==> config.mk <==
export PLATFORM = sky130hd
export DESIGN_NAME = fpls_decoder
export DESIGN_NICKNAME = d
export VERILOG_FILES = /design/src/rtl/fpls_pkg.sv /design/src/rtl/fpls_classify.sv /design/src/rtl/fpls_agen.sv /design/src/rtl/fpls_outreg.sv /design/src/rtl/fpls_decoder.sv
export SDC_FILE = /design/constraint.sdc
export NUM_CORES = 1
export LEC_CHECK = 0
export BUFFER_PORTS_ARGS = -buffer_cell sky130_fd_sc_hd__buf_2
export CORE_ASPECT_RATIO = 1.25
export CORE_MARGIN = 2
export CORE_UTILIZATION = 30
export DETAILED_ROUTE_END_ITERATION = 10
export SYNTH_ARGS = -nofsm -noshare
export SYNTH_HDL_FRONTEND = slang
export SYNTH_SLANG_ARGS = --single-unit
export TNS_END_PERCENT = 100
==> constraint.sdc <==
create_clock -name clk -period 3.3 [get_ports clk]
set_clock_uncertainty 0.15 [all_clocks]
set_input_delay 0.495 -clock clk [delete_from_list [all_inputs] [get_ports clk]]
set_output_delay 0.495 -clock clk [all_outputs]
set_load 0.1 [all_outputs]
==> src/rtl/fpls_pkg.sv <==
// Package: shared constants and types for the FP load/store address decoder.
// Assumes the usual 32-bit instruction layout: primary opcode in bits 31:26,
// extended opcode in bits 10:1 for register-indexed forms.
package fpls_pkg;

    localparam int INSN_W  = 32;
    localparam int OPC_W   = 6;
    localparam int XO_W    = 10;
    localparam int REG_W   = 5;
    localparam int DISP_W  = 16;
    localparam int SIZE_W  = 4;

    // Displacement-form primary opcode window; low three bits encode the access.
    localparam logic [OPC_W-1:0] OPC_DISP_LO = 6'd48;
    localparam logic [OPC_W-1:0] OPC_DISP_HI = 6'd55;
    localparam logic [OPC_W-1:0] OPC_EXT     = 6'd31;

    // Indexed-form group: bits 0xE0 of the extended opcode vary, the rest match.
    localparam logic [XO_W-1:0] XO_GRP_MASK = 10'h31F;
    localparam logic [XO_W-1:0] XO_GRP_VAL  = 10'h217;
    localparam logic [XO_W-1:0] XO_INTWORD  = 10'd983;

    // Bit positions of the access attributes inside opcode / extended opcode.
    localparam int DISP_STORE_BIT = 2;
    localparam int DISP_DBL_BIT   = 1;
    localparam int DISP_UPD_BIT   = 0;
    localparam int XO_STORE_BIT   = 7;
    localparam int XO_DBL_BIT     = 6;
    localparam int XO_UPD_BIT     = 5;

    localparam logic [SIZE_W-1:0] BYTES_SINGLE = 4'd4;
    localparam logic [SIZE_W-1:0] BYTES_DOUBLE = 4'd8;

    typedef enum logic [1:0] {
        FORM_NONE    = 2'd0,
        FORM_DISP    = 2'd1,
        FORM_INDEX   = 2'd2,
        FORM_INTWORD = 2'd3
    } form_e;

    typedef struct packed {
        form_e             form;
        logic              store;
        logic              dbl;
        logic              upd_req;
        logic              illegal;
        logic [REG_W-1:0]  rt;
        logic [REG_W-1:0]  ra;
    } dec_t;

endpackage

==> src/rtl/fpls_classify.sv <==
// Module: fpls_classify
// Purely combinational instruction classifier. Decides which form (if any)
// the word belongs to, extracts store/double/update from the opcode bits and
// flags update forms that name base register 0. Assumes nothing about
// validity; the caller qualifies the result.
module fpls_classify
    import fpls_pkg::*;
(
    input  logic [INSN_W-1:0] insn,
    output dec_t              dec,
    output logic [DISP_W-1:0] disp
);

    logic [OPC_W-1:0] opcd;
    logic [XO_W-1:0]  xo;
    logic             hit_disp;
    logic             hit_index;
    logic             hit_intword;
    logic             unused_rc_bit;

    assign opcd          = insn[31:26];
    assign xo            = insn[10:1];
    assign disp          = insn[DISP_W-1:0];
    assign unused_rc_bit = insn[0];

    // Form detection: opcode window, indexed group match, integer-word store.
    always_comb begin
        hit_disp    = (opcd >= OPC_DISP_LO) && (opcd <= OPC_DISP_HI);
        hit_index   = (opcd == OPC_EXT) && ((xo & XO_GRP_MASK) == XO_GRP_VAL);
        hit_intword = (opcd == OPC_EXT) && (xo == XO_INTWORD);
    end

    // Attribute extraction per form and illegal-update detection.
    always_comb begin
        dec         = '0;
        dec.rt      = insn[25:21];
        dec.ra      = insn[20:16];
        if (hit_disp) begin
            dec.form    = FORM_DISP;
            dec.store   = opcd[DISP_STORE_BIT];
            dec.dbl     = opcd[DISP_DBL_BIT];
            dec.upd_req = opcd[DISP_UPD_BIT];
        end else if (hit_index) begin
            dec.form    = FORM_INDEX;
            dec.store   = xo[XO_STORE_BIT];
            dec.dbl     = xo[XO_DBL_BIT];
            dec.upd_req = xo[XO_UPD_BIT];
        end else if (hit_intword) begin
            dec.form    = FORM_INTWORD;
            dec.store   = 1'b1;
        end else begin
            dec.form    = FORM_NONE;
            dec.rt      = '0;
            dec.ra      = '0;
        end
        dec.illegal = dec.upd_req && (dec.ra == '0);
    end

endmodule

==> src/rtl/fpls_agen.sv <==
// Module: fpls_agen
// Combinational effective-address adder. Base is the RA value, or zero when
// the RA index is 0; offset is the sign-extended displacement for displacement
// forms and the RB value otherwise. Assumes XLEN >= DISP_W.
module fpls_agen
    import fpls_pkg::*;
#(
    parameter int XLEN = 32
) (
    input  form_e             form,
    input  logic [REG_W-1:0]  ra_idx,
    input  logic [DISP_W-1:0] disp,
    input  logic [XLEN-1:0]   ra_val,
    input  logic [XLEN-1:0]   rb_val,
    output logic [XLEN-1:0]   ea
);

    localparam int EXT_W = XLEN - DISP_W;

    logic [XLEN-1:0] disp_ext;
    logic [XLEN-1:0] base;
    logic [XLEN-1:0] offset;

    // Sign extension of the displacement, sized by parameter.
    generate
        if (EXT_W > 0) begin : g_ext
            assign disp_ext = {{EXT_W{disp[DISP_W-1]}}, disp};
        end else begin : g_noext
            assign disp_ext = disp[XLEN-1:0];
        end
    endgenerate

    // Operand selection: register 0 as base reads as literal zero.
    always_comb begin
        base   = (ra_idx == '0) ? '0 : ra_val;
        offset = (form == FORM_DISP) ? disp_ext : rb_val;
    end

    // Sum; unrecognised words produce a zero address.
    always_comb begin
        if (form == FORM_NONE) ea = '0;
        else                   ea = base + offset;
    end

endmodule

==> src/rtl/fpls_outreg.sv <==
// Module: fpls_outreg
// Output stage: derives the access enables and size from the decode and
// captures everything on a valid request. Outputs hold while no request is
// presented. Synchronous active-low reset clears all state.
module fpls_outreg
    import fpls_pkg::*;
#(
    parameter int XLEN = 32
) (
    input  logic              clk,
    input  logic              rst_n,
    input  logic              in_valid,
    input  dec_t              dec,
    input  logic [XLEN-1:0]   ea,
    output logic              out_valid,
    output logic              acc_en,
    output logic [XLEN-1:0]   eff_addr,
    output logic [SIZE_W-1:0] acc_bytes,
    output logic              is_store,
    output logic              is_double,
    output logic              is_intword,
    output logic [REG_W-1:0]  fpr_idx,
    output logic              upd_en,
    output logic [REG_W-1:0]  upd_reg,
    output logic              illegal,
    output logic              not_fp
);

    logic              nx_acc;
    logic              nx_upd;
    logic              nx_nfp;
    logic [SIZE_W-1:0] nx_bytes;

    // Next-state derivation of enables and access size.
    always_comb begin
        nx_nfp   = (dec.form == FORM_NONE);
        nx_acc   = !nx_nfp && !dec.illegal;
        nx_upd   = nx_acc && dec.upd_req;
        if (!nx_acc)      nx_bytes = '0;
        else if (dec.dbl) nx_bytes = BYTES_DOUBLE;
        else              nx_bytes = BYTES_SINGLE;
    end

    // Valid flag tracks the request with one cycle of latency.
    always_ff @(posedge clk) begin
        if (!rst_n) out_valid <= 1'b0;
        else        out_valid <= in_valid;
    end

    // Result capture on valid requests only.
    always_ff @(posedge clk) begin
        if (!rst_n) begin
            acc_en     <= 1'b0;
            eff_addr   <= '0;
            acc_bytes  <= '0;
            is_store   <= 1'b0;
            is_double  <= 1'b0;
            is_intword <= 1'b0;
            fpr_idx    <= '0;
            upd_en     <= 1'b0;
            upd_reg    <= '0;
            illegal    <= 1'b0;
            not_fp     <= 1'b0;
        end else if (in_valid) begin
            acc_en     <= nx_acc;
            eff_addr   <= ea;
            acc_bytes  <= nx_bytes;
            is_store   <= dec.store;
            is_double  <= dec.dbl;
            is_intword <= (dec.form == FORM_INTWORD);
            fpr_idx    <= dec.rt;
            upd_en     <= nx_upd;
            upd_reg    <= nx_upd ? dec.ra : '0;
            illegal    <= dec.illegal;
            not_fp     <= nx_nfp;
        end
    end

endmodule

==> src/rtl/fpls_decoder.sv <==
// Module: fpls_decoder (top)
// Decodes floating-point load/store instructions into an effective address
// and access controls, registered with one cycle of latency. Assumes the
// caller has already read the two general registers named by the word.
module fpls_decoder
    import fpls_pkg::*;
#(
    parameter int XLEN = 32
) (
    input  logic              clk,
    input  logic              rst_n,
    input  logic              in_valid,
    input  logic [31:0]       insn,
    input  logic [XLEN-1:0]   ra_val,
    input  logic [XLEN-1:0]   rb_val,
    output logic              out_valid,
    output logic              acc_en,
    output logic [XLEN-1:0]   eff_addr,
    output logic [3:0]        acc_bytes,
    output logic              is_store,
    output logic              is_double,
    output logic              is_intword,
    output logic [4:0]        fpr_idx,
    output logic              upd_en,
    output logic [4:0]        upd_reg,
    output logic              illegal,
    output logic              not_fp
);

    dec_t              dec;
    logic [DISP_W-1:0] disp;
    logic [XLEN-1:0]   ea;

    fpls_classify u_classify (
        .insn (insn),
        .dec  (dec),
        .disp (disp)
    );

    fpls_agen #(.XLEN(XLEN)) u_agen (
        .form   (dec.form),
        .ra_idx (dec.ra),
        .disp   (disp),
        .ra_val (ra_val),
        .rb_val (rb_val),
        .ea     (ea)
    );

    fpls_outreg #(.XLEN(XLEN)) u_outreg (
        .clk        (clk),
        .rst_n      (rst_n),
        .in_valid   (in_valid),
        .dec        (dec),
        .ea         (ea),
        .out_valid  (out_valid),
        .acc_en     (acc_en),
        .eff_addr   (eff_addr),
        .acc_bytes  (acc_bytes),
        .is_store   (is_store),
        .is_double  (is_double),
        .is_intword (is_intword),
        .fpr_idx    (fpr_idx),
        .upd_en     (upd_en),
        .upd_reg    (upd_reg),
        .illegal    (illegal),
        .not_fp     (not_fp)
    );

endmodule

# Yosys cells after proc, flatten, opt, wreduce, memory -nomap -nowiden
# Index checks and enable logic that the tools add are counted.
dict set report totals {
  register_bits 54
  output_inout_bits 54
  word_cells 44
}
dict set report op_classes {
  addsub 1
  magnitude_cmp 2
  n_eq_ne 5
  muxes 14
  reduce_logical 10
}
# cell count
set ops {}
lappend ops {{$mux 32} 3}
lappend ops {{$add 32x32->32} 1}
lappend ops {{$mux 10} 3}
lappend ops {{$eq 10x10->1 const B} 1}
lappend ops {{$mux 5} 2}
lappend ops {{$mux 4} 2}
lappend ops {{$eq 7x7->1 const B} 1}
lappend ops {{$eq 6x5->1 const B} 1}
lappend ops {{$ge 6x6->1 const B} 1}
lappend ops {{$le 6x6->1 const B} 1}
lappend ops {{$logic_and 1x1->1} 6}
lappend ops {{$logic_not 5->1} 1}
lappend ops {{$mux 2} 2}
lappend ops {{$mux 3} 1}
lappend ops {{$eq 2x1->1 const B} 1}
lappend ops {{$eq 2x2->1 const B} 1}
lappend ops {{$logic_not 1->1} 2}
lappend ops {{$logic_not 2->1} 1}
lappend ops {{$mux 1} 1}

# Logic depth before layout (Yosys ltp)
# Gate-level depths: netlist of the first run.
dict set report depth {
  ltp_word 11
  depth_mapped 17
  mapped_depth_nobuf 16
}

# Cells and area by module
# A second synthesis of the first run with hierarchy kept.
dict set report unflattened {
  cells_unflattened 603
  area_unflattened_um2 4772.1
}
# module n_inst cells_per_inst area_per_inst_um2
set by_module_without_submodules {}
lappend by_module_without_submodules {fpls_agen 1 388 2498.6}
lappend by_module_without_submodules {fpls_outreg 1 168 1948.1}
lappend by_module_without_submodules {fpls_classify 1 47 325.3}

# Least setup slack after synthesis of the first run
# Ideal clock, no wire load.
dict set report synth_path {
  kind {input-to-reg}
  from {in insn[4]}
  to {reg u_outreg.eff_addr[28]}
  setup_time_ns 0.064
  arrival_ns 3.333
  required_time_ns 3.086
  path_slack_ns -0.247
  cell_stages 17
  path_buffers 1
  cell_sequence {nand4b_4 nor3_4 nand2_2 nand2_4 clkbuf_1 and3_1 ha_1 inv_1 fa_1 nor2b_1 o2111ai_1 nand4_1 nand3_1 a21oi_2 o21ai_2 or4_1 nand3_1}
}
dict set report synth_between {
  elab_chain_len 9
}
# item line
set synth_lines {}
lappend synth_lines {{start: declaration} fpls_decoder.sv:13} ;# input logic [31:0] insn,
lappend synth_lines {{$eq 10x10->1} fpls_classify.sv:30} ;# hit_intword = (opcd == OPC_EXT) && (xo == XO_INTWORD);
lappend synth_lines {{$logic_and 1x1->1} fpls_classify.sv:30}
lappend synth_lines {{$mux 10 / $mux 2 (equally long branches)} fpls_classify.sv:48} ;# end else if (hit_intword) begin
lappend synth_lines {{$mux 10 / $mux 3 (equally long branches)} fpls_classify.sv:43} ;# end else if (hit_index) begin
lappend synth_lines {{$mux 10 / $mux 5 (equally long branches)} fpls_classify.sv:38} ;# if (hit_disp) begin
lappend synth_lines {{$logic_not 5->1 / $eq 2x1->1 (equally long branches)} {fpls_agen.sv:35, fpls_agen.sv:36}}
lappend synth_lines {{$mux 32, on equally long branches} {fpls_agen.sv:35, fpls_agen.sv:36}}
lappend synth_lines {{$add 32x32->32} fpls_agen.sv:42} ;# else ea = base + offset;
lappend synth_lines {{$mux 32 (*)} fpls_agen.sv:41} ;# if (form == FORM_NONE) ea = '0;
lappend synth_lines {{end signal: assignment} fpls_outreg.sv:54} ;# eff_addr <= '0;
lappend synth_lines {{end signal: assignment} fpls_outreg.sv:66} ;# eff_addr <= ea;
lappend synth_lines {{end: declaration} fpls_outreg.sv:17} ;# output logic [XLEN-1:0] eff_addr,
# Mark *: on every way between the ends. The rest lies on a longest branch, timed or not.
# A chain may end at the register's enable or synchronous reset.

# Worst setup path in the final report of the first run
dict set report layout_path {
  from {in insn[30]}
  to {reg u_outreg.eff_addr[27]}
}
dict set report layout_between {
  elab_chain_len 9
}
# item line
set layout_lines {}
lappend layout_lines {{parallel branches: the longest is 8 deep, another holds $add 32x32->32} --}
lappend layout_lines {{$mux 32 (*)} fpls_agen.sv:41}
# Mark *: on every way between the ends.

==> results.tsv, run 1 <==
metric	value	unit
Clock transition at path regs	70	ps
Setup CP Type	input pin to flip-flop	
Sink Count	52	
total gr overflow	0	
Area Overhead vs Synth	53.4	%
CTS H-tree lvls	2	
Slew HR	65.7	%
post-synthesis sequential area ratio	25.6	%
Cells after DPL	933	
final wirelength	14700	um
fin area	6240	um^2
Core ar.	13200	um^2
Post-synth EDFFs	0	
P_leak	3.32	nW
failing checks	negative setup slack	
DRT antenna net count	0	
worst slack, placed	-399	ps
Post-Synth Simple-Gate Area	28.4	%
first-pass GRT wire length	22600	um
final net count	915	
full die area	14500	um^2
largest area contributor in the netlist	dfxtp_1	
Worst EP required	3330	ps
vias in the first global route	4796	
Async SR Flop Fraction	0	%
CP max-delay cell	or2_2	
share of layout cells above drive strength 1	42.5	%
GRT Total Usage	19.2	%
max reg flops	32	
DIE HEIGHT	134	um
fin crit share	103	%
Mapped Cells	539	
Crit path largest cell delay	400	ps
Pwr Total	1.84	mW
YS warnings	0	
CTS Buf Count	5	
status	complete, but fails checks	
DRT iter0 DRCs	219	
RSZ-0062 raised after global routing	yes	
CP cell instances	buf_2 > nand2_1 > or2_2 > buf_12 > nand2_1 > nand2_1 > ha_1 > a21oi_2 > o2111ai_2 > a221oi_2 > o31ai_4 > a31oi_4 > buf_6 > buf_6 > o21bai_4 > a31oi_1 > o21ai_1	
Synth cell types	62	
Placer Congestion	0.873	
MaxCap Viol Count	0	
CTS tree	built	
via count	4768	
IO Count	153	
Setup crit start kind	input pin	
Max VDD drop	0.000198	V
final hold viol count	0	
final worst setup slack	-94.8	ps
post-cts hold buffer count	0	
CTS root buffer	clkbuf_16	
final routed DRC violation total	0	
Synth area leaders	dfxtp_1 (26%), nand2_1 (12%), ha_1 (9.5%)	
Yosys reg bits	52	
DR WL/cell	15.3	um
clk_lat worst skew	290	ps
power per cell area	295	nW/um^2
synthesized area	4070	um^2
FP Rows	47	
max-slew violation count	0	
Avg Cell Area, Syn	7.54	um^2
setup TNS	-110	ps
endpoints failing setup	2	
Final Non-Filler Cells	956	
peak fanout along the critical path	20	
Tightest Pin Transition	519	ps
largest family of logic cells by synthesized area	simple AND/OR/NAND/NOR gates	
Synth Area in XOR/XNOR	5.82	%
min cycle time layout	3390	ps
ANT cells	0	
Setup crit end kind	flip-flop	
die width	108	um
Fmax	295	MHz
initial antenna violation count	0	
DP HPWL	11200	um
CP arrival	3430	ps
post-synthesis mux area share	1.51	%
top-area cell type share of the netlist area	25.6	%
HP Class	input pin to flip-flop	
commonest non-fill, non-tap cell in the layout	buf_2	
Vias per Instance	4.99	
Layout fillers	1341	
Most used DFF post-synth	dfxtp_1	
Synth Area in Compound Gates	23.1	%
dpl cell area	5710	um^2
First-pass DRT Iterations	4	
Initial Util	30.7	%
most frequent cells in the layout	buf_2 (148), nand2_1 (129), buf_4 (110)	
Longest Clk Path Bufs	2	
adder-cell share of the synthesized area	10.0	%
port bufs	150	
pin count of the biggest net entering global routing	34	
most used cell, CP	nand2_1	
-- Yosys cell counts (4+ instances only) --
cell type and instances:
a21o_1 14, and2_1 4, nand3_1 9, nand2_1 132, xor2_1 13, nor2b_1 12
dfxtp_1 52, nand2b_1 5, mux2i_1 5, o21bai_1 4, a22o_1 14, a31oi_1 5
inv_1 11, nand4_1 9, xnor2_1 14, o21ai_0 15, o21ai_1 23, and3_1 30
ha_1 31, clkbuf_1 21, buf_4 5, nor2_1 20, a21oi_1 30, nor3_1 4
-- metrics by stage --
step / utilization, % / hold slack, ps
after floorplan: - / 471
after global placement: 43.2 / 281
after detailed placement: 43.2 / 288
after CTS: 44.5 / 260
after global routing: 47.2 / 276
final: 47.2 / 268
-- kinds of logic after synthesis --
kind of cell             Yosys count
AO/OA/AOI/OAI                    139
XOR/XNOR                          27
buffers and inverters             42
adder cells (fa/ha/maj)           32
multiplexers                       6
flip-flops                        52
other                              1
AND/OR/NAND/NOR                  240
-- final timing paths --
check,start,to,slack (ps),cells after the start
worst max register to register,u_outreg.eff_addr[31]$_SDFFE_PN0P_,u_outreg.eff_addr[31]$_SDFFE_PN0P_,2460,2
worst min-delay path,insn[24],u_outreg.fpr_idx[3]$_SDFFE_PN0P_,270,2
worst max-delay path,insn[30],u_outreg.eff_addr[27]$_SDFFE_PN0P_,-90,17
worst min register to register,u_outreg.eff_addr[21]$_SDFFE_PN0P_,u_outreg.eff_addr[21]$_SDFFE_PN0P_,290,2
-- timing repair --
action,4_1_cts,5_1_grt
pin swaps,3,21
buffers inserted,1,13
gates resized for setup,4,45
gates cloned,0,1
endpoints found under the setup margin,11,19
-- final cells by class --
class | instances | area (um^2) | area share, %
multi-input combinational | 447 | 3100 | 49.7
timing repair buffer | 267 | 1690 | 27.2
sequential | 52 | 1040 | 16.7
clock buffer | 5 | 125 | 2.01
inverter | 11 | 41.3 | 0.662
clock inverter | 3 | 25.0 | 0.401
tap | 171 | 214 | 3.43
-- layer usage --
metal | GRT usage [%] | share of wire [%] | vias up
met5 | 0 | 0 | -
met2 | 35.0 | 53 | 126
met4 | 7.26 | 2.0 | 0
met3 | 2.19 | 4.0 | 19
li1 | - | - | 2393
met1 | 22.7 | 41 | 2230
-- worst max-delay path, delay by kind of cell --
kind | cells | cell delay (ps)
buffers and inverters | 4 | 510
and+or+nand+nor | 4 | 580
AOI/OAI and AO/OA | 8 | 1480
adders and majority gates | 1 | 330
-- power by group --
part	internal, mW	switching (mW)	total (mW)
Combinational	0.277	0.368	0.646
Sequential	0.639	0.00644	0.646
Clock	0.287	0.260	0.547
(Power assumes the default switching activity.)
==> inputs of run 2 (changes only) <==
Settings changed: PLACE_DENSITY set to 0.65.
==> run 2 against run 1 <==
  * Wire length shrank 7.6%
  * First-iteration DRC count shrank 23%
  * Total power shrank 1.6%
  * Sequential power is essentially flat
  * Hold slack gained 1.9 ps
  * Worst setup slack gained 130 ps
  * Sequential share of layout area grew 0.39 points
  * Highest routed layer unchanged
  * Core utilization shrank 1.1 points
  * Global-route usage shrank 1.0 points
  * Via count shrank 2.7%
  * Die area is the same
  * Critical path type unchanged
  * The run now ends clean
==> results.tsv, run 2 (synthesis gave the netlist of run 1 again) <==
metric	value	unit	change
Fmax	307	MHz	+4.1%
fin crit share	98.9	%	-4.0 points
Core ar.	13200	um^2	unchanged
Setup crit start kind	input pin		
GRT Total Usage	18.2	%	-1.0 points
Slew HR	66.1	%	+0.44 points
grt peak-use layer	met2		
Layout fillers	1391		+3.7%
Clock transition at path regs	70	ps	about the same
post-cts hold buffer count	0		unchanged
Initial Util	30.7	%	unchanged
Multi-input gate area	2980	um^2	-4.0%
Pwr Total	1.81	mW	-1.6%
first-pass GRT wire length	21200	um	-6.2%
final wirelength	13600	um	-7.6%
Setup crit end kind	flip-flop		
post-layout util	46.1	%	-1.1 points
FP Rows	47		unchanged
CP arrival	3350	ps	-80 ps
final net count	910		-0.55%
total gr overflow	0		unchanged
Placer Congestion	0.898		+2.9%
share of layout cells above drive strength 1	40.4	%	-2.2 points
met1 usage	21.0	%	-1.6 points
FF+latch area	1040	um^2	unchanged
Area Overhead vs Synth	49.9	%	
min cycle time layout	3260	ps	-132 ps
dpl cell area	5740	um^2	+0.48%
DIE HEIGHT	134	um	unchanged
setup TNS	0	ps	+110 ps
max reg flops	32		unchanged
HP Class	input pin to flip-flop		
Setup CP Type	input pin to flip-flop		
full die area	14500	um^2	unchanged
final routed DRC violation total	0		unchanged
IO Count	153		unchanged
die width	108	um	unchanged
Tightest Pin Transition	512	ps	-6.68 ps
Final Non-Filler Cells	951		-0.52%
P_leak	3.29	nW	-0.74%
peak fanout along the critical path	8		-60%
vias in the first global route	4514		-5.9%
Vias per Instance	4.88		-2.2%
initial antenna violation count	0		unchanged
Cells after DPL	935		+0.21%
RSZ-0062 raised after global routing	yes		
DRT iter0 DRCs	168		-23%
clk_lat worst skew	290	ps	about the same
max-slew violation count	0		unchanged
DR WL/cell	14.3	um	-7.1%
power per cell area	297	nW/um^2	+0.74%
port bufs	150		unchanged
ANT cells	0		unchanged
Sink Count	52		unchanged
worst slack, placed	-368	ps	+30.6 ps
Worst EP required	3390	ps	+60 ps
met3 Resource Use GR	2.38	%	+0.19 points
MaxCap Viol Count	0		unchanged
endpoints failing setup	0		-2
CTS root buffer	clkbuf_16		
Worst Hold Depth	2		unchanged
fin area	6100	um^2	-2.3%
commonest non-fill, non-tap cell in the layout	buf_2		
Longest Clk Path Bufs	2		unchanged
most frequent cells in the layout	buf_2 (149), nand2_1 (132), buf_4 (106)		
via count	4640		-2.7%
CTS tree	built		
DP HPWL	10900	um	-3.2%
final worst setup slack	37.4	ps	+132 ps
met2 usage in global routing	33.6	%	-1.4 points
status	complete, no violations		
CTS Buf Count	5		unchanged
final hold viol count	0		unchanged
FF-to-FF path depth	2		unchanged
DRT antenna net count	0		unchanged
CTS H-tree lvls	2		unchanged
Hold WS	269	ps	+1.88 ps
pin count of the biggest net entering global routing	32		-5.9%
First-pass DRT Iterations	4		unchanged
Max VDD drop	0.000182	V	-7.9%
## run 2: path summary, 6_finish.rpt
path	startpoint	endpoint	slack (ps)
max	insn[4]	u_outreg.eff_addr[28]$_SDFFE_PN0P_	40
min	insn[24]	u_outreg.fpr_idx[3]$_SDFFE_PN0P_	270
max reg2reg	u_outreg.eff_addr[28]$_SDFFE_PN0P_	u_outreg.eff_addr[28]$_SDFFE_PN0P_	2450
min reg2reg	u_outreg.eff_addr[24]$_SDFFE_PN0P_	u_outreg.eff_addr[24]$_SDFFE_PN0P_	290
## run 2: critical path, cell delays in order
cell and delay [ps]:
buf_6 90, nand4b_4 170, nor3_4 230, nand2_2 100, nand2_4 100, buf_12 120, and3_4 180, ha_4 120
inv_2 30, fa_2 330, nor2b_2 140, o2111ai_2 150, nand4_1 210, nand3_2 150, a21oi_4 170, o21ai_2 80
or4_4 410, nand3_2 80
## run 2: power breakdown
group          internal, mW  leakage [nW]  total [mW]  switching [mW]
registers             0.639         0.421       0.646         0.00620
logic                 0.266          2.80       0.618           0.352
clock network         0.287        0.0708       0.546           0.259
total                  1.19          3.29        1.81           0.617
## run 2: repair_timing
item / 4_1_cts / 5_1_grt
gates resized for setup: 1 / 26
setup buffers: 1 / 7
endpoints found under the setup margin: 3 / 17
pin swaps: 4 / 11
## run 2: routing by layer
layer / vias to the layer above / part of all wire, %
met5: - / 0
met4: 0 / 2.8
met3: 19 / 4.7
met2: 117 / 51
met1: 2134 / 41
li1: 2370 / -
## run 2: area by class of cell
| class | count | area share (%) |
|---|---|---|
| clock buffers | 5 | 2.05 |
| clock inverters | 3 | 0.410 |
| inverters | 11 | 0.677 |
| multi-input cells | 446 | 48.8 |
| flip-flops and latches | 52 | 17.1 |
| well taps | 171 | 3.51 |
| repair buffers | 263 | 27.5 |
